$ cat src/rtl/ste_pkg.sv
package ste_pkg;

    typedef enum logic [1:0] {
        ST_IDLE  = 2'd0,
        ST_HEAD  = 2'd1,
        ST_COUNT = 2'd2,
        ST_INDEX = 2'd3
    } enc_state_e;

    localparam logic [1:0] PH_ONE   = 2'd1;
    localparam logic [1:0] PH_TWO   = 2'd2;
    localparam logic [1:0] PH_THREE = 2'd3;

    // width of the short count tier and the first count that needs the long tier
    localparam int SMALL_W   = 4;
    localparam int SMALL_LIM = 1 << SMALL_W;

endpackage

$ cat src/rtl/ste_cop_track.sv
module ste_cop_track (
    input  logic clk,
    input  logic rst_n,
    input  logic fire,
    input  logic jump,
    input  logic rec,
    input  logic ret,
    output logic send_cop,
    output logic cop_val,
    output logic pend
);
    logic records;

    assign records  = jump & rec;
    assign send_cop = pend | records;
    assign cop_val  = records | ret;

    always_ff @(posedge clk) begin
        if (!rst_n) begin
            pend <= 1'b0;
        end else if (fire) begin
            pend <= (pend & ~ret) | records;
        end
    end
endmodule

$ cat src/rtl/ste_hdr_gen.sv
module ste_hdr_gen
    import ste_pkg::*;
#(
    parameter int IDX_W = 5,
    parameter int CNT_W = 5,
    parameter int HMAX  = 5,
    parameter int CMAX  = 5,
    parameter int CLW   = 3,
    parameter int ILW   = 7
) (
    input  logic [1:0]       phase,
    input  logic             bit_set,
    input  logic             jump,
    input  logic             p_any,
    input  logic             send_cop,
    input  logic             cop_val,
    input  logic [CNT_W-1:0] count,
    output logic [HMAX-1:0]  hdr,
    output logic [2:0]       hlen,
    output logic [CMAX-1:0]  cnt_al,
    output logic [CLW-1:0]   cnt_len,
    output logic [ILW-1:0]   idx_len
);
    localparam logic [2:0] HTOP = 3'(HMAX - 1);

    logic match;
    logic [CLW-1:0] shamt;

    assign match = (count != '0);

    always_comb begin
        hdr  = '0;
        hlen = 3'd0;
        case (phase)
            PH_TWO: begin
                hdr[HTOP - hlen] = jump;   hlen = hlen + 3'd1;
                hdr[HTOP - hlen] = match;  hlen = hlen + 3'd1;
                if (send_cop) begin
                    hdr[HTOP - hlen] = cop_val; hlen = hlen + 3'd1;
                end
            end
            PH_THREE: begin
                hdr[HTOP - hlen] = bit_set; hlen = hlen + 3'd1;
                hdr[HTOP - hlen] = match;   hlen = hlen + 3'd1;
                if (match) begin
                    hdr[HTOP - hlen] = p_any; hlen = hlen + 3'd1;
                end
            end
            default: begin
                hdr[HTOP - hlen] = bit_set; hlen = hlen + 3'd1;
                hdr[HTOP - hlen] = match;   hlen = hlen + 3'd1;
            end
        endcase

        cnt_len = '0;
        if (match) begin
            if (count == CNT_W'(1)) begin
                hdr[HTOP - hlen] = 1'b0; hlen = hlen + 3'd1;
            end else begin
                hdr[HTOP - hlen] = 1'b1; hlen = hlen + 3'd1;
                if (32'(count) >= SMALL_LIM) begin
                    hdr[HTOP - hlen] = 1'b1; hlen = hlen + 3'd1;
                    cnt_len = CLW'(IDX_W);
                end else begin
                    hdr[HTOP - hlen] = 1'b0; hlen = hlen + 3'd1;
                    cnt_len = CLW'(SMALL_W);
                end
            end
        end
    end

    assign shamt   = CLW'(CMAX) - cnt_len;
    assign cnt_al  = CMAX'(count) << shamt;
    assign idx_len = ILW'(count) * ILW'(IDX_W);
endmodule

$ cat src/rtl/srch_trace_enc.sv
module srch_trace_enc
    import ste_pkg::*;
#(
    parameter int N_ITEMS   = 32,
    parameter int MAX_MATCH = 16
) (
    input  logic                               clk,
    input  logic                               rst_n,
    input  logic                               ev_valid,
    output logic                               ev_ready,
    input  logic [1:0]                         ev_phase,
    input  logic                               ev_bit,
    input  logic                               ev_jump,
    input  logic                               ev_cop_rec,
    input  logic                               ev_cop_ret,
    input  logic                               ev_p_any,
    input  logic [$clog2(MAX_MATCH+1)-1:0]     ev_count,
    input  logic [MAX_MATCH*$clog2(N_ITEMS)-1:0] ev_idx,
    output logic                               out_valid,
    input  logic                               out_ready,
    output logic                               out_bit
);
    localparam int IDX_W    = $clog2(N_ITEMS);
    localparam int CNT_W    = $clog2(MAX_MATCH + 1);
    localparam int IDX_BITS = MAX_MATCH * IDX_W;
    localparam int ILW      = $clog2(IDX_BITS + 1);
    localparam int CMAX     = (IDX_W > SMALL_W) ? IDX_W : SMALL_W;
    localparam int CLW      = $clog2(CMAX + 1);
    localparam int HMAX     = 5;

    enc_state_e state, nxt;

    logic [HMAX-1:0]     hdr_sr, hdr_new;
    logic [2:0]          hdr_left, hlen_new;
    logic [CMAX-1:0]     cnt_sr, cnt_new;
    logic [CLW-1:0]      cnt_left, cnt_len_new;
    logic [IDX_BITS-1:0] idx_sr, idx_ord;
    logic [ILW-1:0]      idx_left, idx_len_new;
    logic                accept, take;
    logic                send_cop, cop_val, cop_pend;

    assign accept = ev_valid & ev_ready;
    assign take   = out_valid & out_ready;

    // slot 0 goes to the top so that it leaves first
    for (genvar k = 0; k < MAX_MATCH; k++) begin : g_order
        assign idx_ord[IDX_BITS-1-k*IDX_W -: IDX_W] = ev_idx[k*IDX_W +: IDX_W];
    end

    ste_cop_track u_cop (
        .clk      (clk),
        .rst_n    (rst_n),
        .fire     (accept && ev_phase == PH_TWO),
        .jump     (ev_jump),
        .rec      (ev_cop_rec),
        .ret      (ev_cop_ret),
        .send_cop (send_cop),
        .cop_val  (cop_val),
        .pend     (cop_pend)
    );

    ste_hdr_gen #(
        .IDX_W (IDX_W),
        .CNT_W (CNT_W),
        .HMAX  (HMAX),
        .CMAX  (CMAX),
        .CLW   (CLW),
        .ILW   (ILW)
    ) u_hdr (
        .phase    (ev_phase),
        .bit_set  (ev_bit),
        .jump     (ev_jump),
        .p_any    (ev_p_any),
        .send_cop (send_cop),
        .cop_val  (cop_val),
        .count    (ev_count),
        .hdr      (hdr_new),
        .hlen     (hlen_new),
        .cnt_al   (cnt_new),
        .cnt_len  (cnt_len_new),
        .idx_len  (idx_len_new)
    );

    // state register
    always_ff @(posedge clk) begin
        if (!rst_n) state <= ST_IDLE;
        else        state <= nxt;
    end

    // next state
    always_comb begin
        nxt = state;
        unique case (state)
            ST_IDLE:  if (accept) nxt = ST_HEAD;
            ST_HEAD:  if (take && hdr_left == 3'd1) begin
                          if (cnt_left != '0)      nxt = ST_COUNT;
                          else if (idx_left != '0) nxt = ST_INDEX;
                          else                     nxt = ST_IDLE;
                      end
            ST_COUNT: if (take && cnt_left == CLW'(1)) begin
                          nxt = (idx_left != '0) ? ST_INDEX : ST_IDLE;
                      end
            ST_INDEX: if (take && idx_left == ILW'(1)) nxt = ST_IDLE;
        endcase
    end

    // outputs
    always_comb begin
        ev_ready  = 1'b0;
        out_valid = 1'b0;
        out_bit   = 1'b0;
        unique case (state)
            ST_IDLE:  ev_ready = 1'b1;
            ST_HEAD:  begin out_valid = 1'b1; out_bit = hdr_sr[HMAX-1];     end
            ST_COUNT: begin out_valid = 1'b1; out_bit = cnt_sr[CMAX-1];     end
            ST_INDEX: begin out_valid = 1'b1; out_bit = idx_sr[IDX_BITS-1]; end
        endcase
    end

    // field shifters
    always_ff @(posedge clk) begin
        if (!rst_n) begin
            hdr_sr   <= '0;
            hdr_left <= '0;
            cnt_sr   <= '0;
            cnt_left <= '0;
            idx_sr   <= '0;
            idx_left <= '0;
        end else if (accept) begin
            hdr_sr   <= hdr_new;
            hdr_left <= hlen_new;
            cnt_sr   <= cnt_new;
            cnt_left <= cnt_len_new;
            idx_sr   <= idx_ord;
            idx_left <= idx_len_new;
        end else if (take) begin
            unique case (state)
                ST_HEAD: begin
                    hdr_sr   <= hdr_sr << 1;
                    hdr_left <= hdr_left - 3'd1;
                end
                ST_COUNT: begin
                    cnt_sr   <= cnt_sr << 1;
                    cnt_left <= cnt_left - CLW'(1);
                end
                ST_INDEX: begin
                    idx_sr   <= idx_sr << 1;
                    idx_left <= idx_left - ILW'(1);
                end
                ST_IDLE: ;
            endcase
        end
    end
endmodule

$ cat config.mk
export PLATFORM = sky130hd
export DESIGN_NAME = srch_trace_enc
export DESIGN_NICKNAME = d
export VERILOG_FILES = /design/src/rtl/ste_pkg.sv /design/src/rtl/ste_cop_track.sv /design/src/rtl/ste_hdr_gen.sv /design/src/rtl/srch_trace_enc.sv
export SDC_FILE = /design/constraint.sdc
export NUM_CORES = 1
export LEC_CHECK = 0
export BUFFER_PORTS_ARGS = -buffer_cell sky130_fd_sc_hd__buf_2
export CAP_MARGIN = 5
export CORE_ASPECT_RATIO = 0.6
export CORE_MARGIN = 2
export CORE_UTILIZATION = 58
export CTS_CLUSTER_SIZE = 8
export DETAILED_ROUTE_END_ITERATION = 7
export HOLD_SLACK_MARGIN = 0.02
export PLACE_DENSITY = 0.79
export SLEW_MARGIN = 0
export SYNTH_ARGS = -nofsm -noshare
export SYNTH_HDL_FRONTEND = slang
export SYNTH_SLANG_ARGS = --single-unit
$ cat constraint.sdc
create_clock -name clk -period 3.15 [get_ports clk]
set_clock_uncertainty 0.15 [all_clocks]
set_input_delay 0 -clock clk [delete_from_list [all_inputs] [get_ports clk]]
set_output_delay 0 -clock clk [all_outputs]
set_load 0.01 [all_outputs]
After elaboration in Yosys (flattened, before gate mapping)
Cells that the tools add are included.
{"block": "word_totals", "reg_bits": 106, "inputBits": 96, "output_inout_bits": 3, "word_cells": 116}
{"block": "op_classes", "add_sub_neg": 8, "mul": 1, "magnitude_cmp": 5, "eq_ne": 13, "shifts": 1, "n_mux": 47, "n_bitwise": 14, "reduce_logical": 19}
{"op": "2-to-1 mux 80 bit", "n": 3}
{"op": "2-to-1 mux 5 bit", "n": 9}
{"op": "2-to-1 mux 3 bit", "n": 10}
{"op": "2-to-1 mux 7 bit", "n": 3}
{"op": "2-to-1 mux 2 bit", "n": 7}
{"op": "bitwise AND 5 bit", "n": 2}
{"op": "inverter 5 bit", "n": 2}
{"op": "bitwise OR 5 bit", "n": 2}
{"op": "2-to-1 mux 1 bit", "n": 9}
{"op": "equality test 2 bit (second input constant)", "n": 4}
{"op": "less-than comparator 3 x 4 -> 1 bit (second input constant)", "n": 2}
{"op": "!= test 2 bit (second input constant)", "n": 4}
{"op": "one-hot mux 2 bit (4 select lines)", "n": 1}
{"op": "nonzero test 2 bit", "n": 4}
{"op": "equality test 7 x 1 -> 1 bit (second input constant)", "n": 1}
{"op": "multiplier 5 x 3 -> 7 bit (second input constant)", "n": 1}
{"op": "nonzero test 7 bit", "n": 1}
{"op": "subtractor 7 x 1 -> 7 bit (second input constant)", "n": 1}
{"op": "demux 1 bit (select 3 bit)", "n": 2}
{"op": "equality test 3 x 1 -> 1 bit (second input constant)", "n": 2}
{"op": "greater-or-equal comparator 3 x 1 -> 1 bit (second input constant)", "n": 2}
{"op": "logical AND 1 bit", "n": 6}
{"op": "AND reduction 2 bit", "n": 3}
{"op": "subtractor 3 x 1 -> 3 bit (second input constant)", "n": 2}
{"op": "other kinds (18)", "n": 25}

Longest topological paths before layout
{"block": "depth", "ltp_word": 16, "ltp_mapped": 8, "ltp_nobuf": 7}

By module
A second synthesis with hierarchy kept.
{"block": "hier_totals", "cells_unflattened": 674, "hier_area_um2": 5756.8}
{"mod": "srch_trace_enc", "n_inst": 1, "cells_per_inst": 617, "area_each_um2": 5302.6, "seq_area_each_um2": 2102.0}
{"mod": "ste_hdr_gen", "n_inst": 1, "cells_per_inst": 49, "area_each_um2": 397.9, "seq_area_each_um2": 0.0}
{"mod": "ste_cop_track", "n_inst": 1, "cells_per_inst": 8, "area_each_um2": 56.3, "seq_area_each_um2": 20.0}

Least setup slack after synthesis
No wires, ideal clock.
{"block": "synth_path", "path_kind": "input -> register", "startpoint": "in ev_count[4]", "endpoint": "reg hdr_left[0]", "setup_time_ns": 0.070, "arrival_time_ns": 1.471, "t_required_ns": 2.930, "setup_slack_ns": 1.458, "cell_stages": 8, "n_path_buf": 1, "path_cell_list": "buf_6 or4_4 nor2_8 o21a_4 ha_1 mux2i_1 nand2_1 a21oi_1"}
{"block": "synth_between", "elab_chain_cells": 8, "elab_cells_between_ends": 9, "cone_classes": "2 x add/sub; 1 x eq/ne; 5 x mux; 1 x reduce/logical"}
{"element": "start: declaration", "line": "srch_trace_enc.sv:17", "text": "input logic [$clog2(MAX_MATCH+1)-1:0] ev_count,"}
{"element": "nonzero test 5 bit", "line": "ste_hdr_gen.sv:29", "text": "assign match = (count != '0);"}
{"element": "2-to-1 mux 1 bit", "line": "ste_hdr_gen.sv:45", "text": "if (match) begin"}
{"element": "one-hot mux 1 bit (2 select lines)", "line": "ste_hdr_gen.sv:34", "text": "case (phase)"}
{"element": "adder 2 x 1 -> 3 bit", "line": "ste_hdr_gen.sv:58, ste_hdr_gen.sv:60"}
{"element": "adder 3 x 1 -> 3 bit", "line": "ste_hdr_gen.sv:62, ste_hdr_gen.sv:65"}
{"element": "2-to-1 mux 3 bit", "line": "ste_hdr_gen.sv:57", "text": "if (count == CNT_W'(1)) begin"}
{"element": "2-to-1 mux 3 bit *", "line": "ste_hdr_gen.sv:56", "text": "if (match) begin"}
{"element": "2-to-1 mux 3 bit *", "line": "srch_trace_enc.sv:129", "text": "end else if (accept) begin"}
{"element": "end signal: assignment", "line": "srch_trace_enc.sv:131", "text": "hdr_left <= hlen_new;"}
{"element": "end signal: assignment", "line": "srch_trace_enc.sv:140", "text": "hdr_left <= hdr_left - 3'd1;"}
{"element": "end: declaration", "line": "srch_trace_enc.sv:34", "text": "logic [2:0] hdr_left, hlen_new;"}
Mark *: on every way between the ends. The rest lies on a longest branch, timed or not.
A chain may end at the register's enable or synchronous reset.

Worst setup path after layout
{"block": "layout_path", "startpoint": "reg state[0]", "endpoint": "reg idx_sr[33]"}
{"block": "layout_between", "elab_chain_cells": 6, "elab_cells_between_ends": 13, "cone_classes": "3 x eq/ne; 3 x mux; 2 x bitwise; 5 x reduce/logical"}
{"element": "start: declaration", "line": "srch_trace_enc.sv:31", "text": "enc_state_e state, nxt;"}
{"element": "start signal: assignment", "line": "srch_trace_enc.sv:87", "text": "else state <= nxt;"}
{"element": "equality test 2 bit, or another cell as far along", "line": "srch_trace_enc.sv:112, srch_trace_enc.sv:137"}
{"element": "OR reduction 3 bit (no source line)"}
{"element": "2-to-1 mux 1 bit", "line": "srch_trace_enc.sv:112", "text": "unique case (state)"}
{"element": "bitwise AND 1 bit", "line": "srch_trace_enc.sv:43", "text": "assign take = out_valid & out_ready;"}
{"element": "nonzero test 2 bit (no source line)"}
{"element": "AND reduction 2 bit (no source line)"}
{"element": "end signal: assignment", "line": "srch_trace_enc.sv:134", "text": "idx_sr <= idx_ord;"}
{"element": "end signal: assignment", "line": "srch_trace_enc.sv:147", "text": "idx_sr <= idx_sr << 1;"}
{"element": "end: declaration", "line": "srch_trace_enc.sv:37", "text": "logic [IDX_BITS-1:0] idx_sr, idx_ord;"}
Parallel ways exist; a longest one is shown, timed or not.

==> run metrics <==
max_cap viols 0; critical path fanouts, max 38; DP HPWL between 8000 and 9000 um; CTS buffer count 9; Relative slew margins a little over two fifths; TNS Setup 0 ns; HP Start ev_bit; Pleak about 2.7 nW; Netlist cell types 55; std cell rows 26; Netlist Area Pre-Place approximately 5200 um2; WP data arrival roughly 2.5 ns; CP startpoint kind register; Achievable Freq approximately 400 MHz; data required time of the worst path between 3 and 4 ns; Die ar. 9760 um2; Num Clock Sinks between 100 and 150; post-route clock period utilization around 77%; port buffer count 98; CTS tree built; Starting Density between 60 and 70%; synth warn 0; first-pass GRT wire length between 20000 and 25000 um; CP max-delay cell and3_2; CP endpoint kind register; Final ANT Viol Nets 0; CP Class reg -> reg; Finished Core Util between 70% and 80%; CTS Root Buffer Type clkbuf_16; CTS H-tree depth 3; DIE WIDTH about 130 um; most frequent cells in the layout nand2_1 (172), dfxtp_1 (106), nor2_1 (105), buf_2 (98), dlygate4sd3_1 (93); DR iter-0 viols between 500 and 600; pwr dens approximately 520 nW/um2; Longest Clk Path Bufs 2; Final GP Congestion roughly 0.86; setup violators final 0; total gr overflow 0; Yosys reg bits around 110; Crit. Startpoint state[0]$_SDFFE_PN0P_; die height a little under 80 um; area delta synth->final 32.2%; Worst-Skew Late Latency about 0.35 ns; CORE AREA between 8000 and 9000 um2; post-synthesis sequential area ratio between 40% and 50%; cts repair resizes 0; Syn Inst Count approximately 650; Yosys top cell area share between 40 and 50%; Via density 5.76; Final Hold Fails 0; Crit path max-delay family simple AND/OR/NAND/NOR gates; status complete, no violations; vias in the first global route about 5100; Max VDD drop 0.000300 V; commonest non-fill, non-tap cell in the layout nand2_1; worst r2r src state[0]$_SDFFE_PN0P_; WL final roughly 15000 um; final count of pins violating max slew 0; TritonRoute pass-1 iters 5; layout cells sized above 1 between 10% and 20%; Slew @ Worst Pin between 0.8 and 0.9 ns; pin count of the biggest net entering global routing 80; Layout Nets 919; Reg clk slew, reported paths 0.07 ns; worst path cell trace and3_2 -> buf_4 -> nand2_1 -> a311oi_1; DR vias ~5300; largest cells by area after synthesis dfxtp_1 (41%), a311oi_1 (13%), nand2_1 (12%); worst path bufs/invs 1; crit-path max cell delay approximately 0.74 ns; syn avg cell area between 7 and 8 um2; syn nets between 700 and 800; Routed WL per cell between 15 and 20 um; IO Pins between 90 and 100; initial antenna violation count 1; Worst Hold Class in -> reg; area leader, netlist dfxtp_1; Global Route Usage Sum 30.3%; min cycle time layout approximately 2.4 ns; RSZ-0062 raised after global routing false; DR DRC count 0
==> Yosys cell counts (all sizes together) <==
master / number
a21o: 1
mux2: 2
fa: 1
or3b: 1
o21a: 1
buf: 29
dfxtp: 106
o211a: 1
ha: 14
mux2i: 5
nor3: 4
xnor2: 7
a221o: 1
a32oi: 2
nand3: 9
o22ai: 1
o21ai: 12
or4: 1
and3b: 2
a22oi: 4
o31ai: 1
o211ai: 2
a2111oi: 1
a21oi: 18
and2b: 2
clkbuf: 26
a2bb2oi: 1
a211oi: 5
nor4: 3
a311oi: 78
a32o: 1
and2: 2
nand2: 172
nand2b: 1
a31oi: 1
nor2: 106
inv: 13
nand3b: 2
and3: 1
nor2b: 3
nor3b: 4
a221oi: 3
xor2: 2
==> report_power, final <==
part / switching (mW) / total [mW] / internal, mW
logic: 0.434 / 0.804 / 0.369
clock network: 0.498 / 1.14 / 0.639
registers: 0.124 / 1.65 / 1.53
==> timing repair <==
| action | CTS | global route |
|---|---|---|
| buffers inserted | 0 | 0 |
| endpoints found under the hold margin | 96 | 0 |
| hold buffers | 93 | 0 |
==> through the flow <==
| stage | area, um2 | setup slack [ns] | total power [mW] | hold slack (ns) | std cells |
|---|---|---|---|---|---|
| 3_3_place_gp | 5640 | 0.904 | 2.32 | 0.134 | 816 |
| 6_report | 6870 | 0.720 | 3.59 | 0.0692 | 926 |
| 4_1_cts | 6870 | 0.738 | 3.56 | 0.0752 | 925 |
| 5_1_grt | 6870 | 0.535 | 3.76 | 0.128 | 926 |
| 2_1_floorplan | 5200 | 1.46 | 2.16 | -0.0140 | 652 |
| 3_5_place_dp | 5640 | 0.768 | 2.36 | 0.147 | 816 |
==> cells by family (layout without fill, tap and decap cells) <==
kind of cell / count (synthesis) / in the layout / share of synthesized area [%]
and+or+nand+nor: 313 / 313 / 25.2
AOI/OAI and AO/OA: 134 / 134 / 20.8
DFF: 106 / 106 / 40.8
buffers and inverters: 68 / 229 / 6.50
adders and majority gates: 15 / 15 / 3.75
xor gates and xnor gates: 9 / 9 / 1.52
muxes: 7 / 7 / 1.40
other: 0 / 1 / 0
==> layer usage <==
metal	global-route usage [%]	wire length, um
met3	7.86	940
met5	0	0
met4	11.6	411
met1	38.3	6430
met2	50.0	6990
==> area by class of cell <==
| type | instances | area, um2 |
|---|---|---|
| Antenna cell | 1 | 2.50 |
| Tap cell | 112 | 140 |
| Multi-Input combinational cell | 478 | 2750 |
| Sequential cell | 106 | 2120 |
| Inverter | 13 | 48.8 |
| Clock buffer | 12 | 246 |
| Fill cell | 551 | 1750 |
| Clock inverter | 4 | 51.3 |
| Timing Repair Buffer | 200 | 1510 |
==> registers in the layout, summed over array words and instances, names as in the netlist <==
| name | cells |
|---|---|
| cnt_sr | 5 |
| state | 2 |
| hdr_left | 3 |
| idx_sr | 80 |
| cnt_left | 3 |
| u_cop.pend | 1 |
| hdr_sr | 5 |
| idx_left | 7 |
==> tightest hold or removal path, stage by stage <==
cell,delay [ns]
buf_2,0.07
mux2i_1,0.09
a211oi_1,0.24
a21oi_1,0.06
nor2_1,0.07
==> path summary, 6_finish.rpt <==
check                                  to  slack, ns  depth (start not counted)
hold reg to reg   idx_sr[69]$_SDFFE_PN0P_       0.33                          2
setup / recovery  idx_sr[33]$_SDFFE_PN0P_       0.72                          4
hold / removal     hdr_sr[4]$_SDFFE_PN0P_       0.07                          5
setup reg to reg  idx_sr[33]$_SDFFE_PN0P_       0.72                          4
Note: power is estimated with default switching activity, not from simulation.
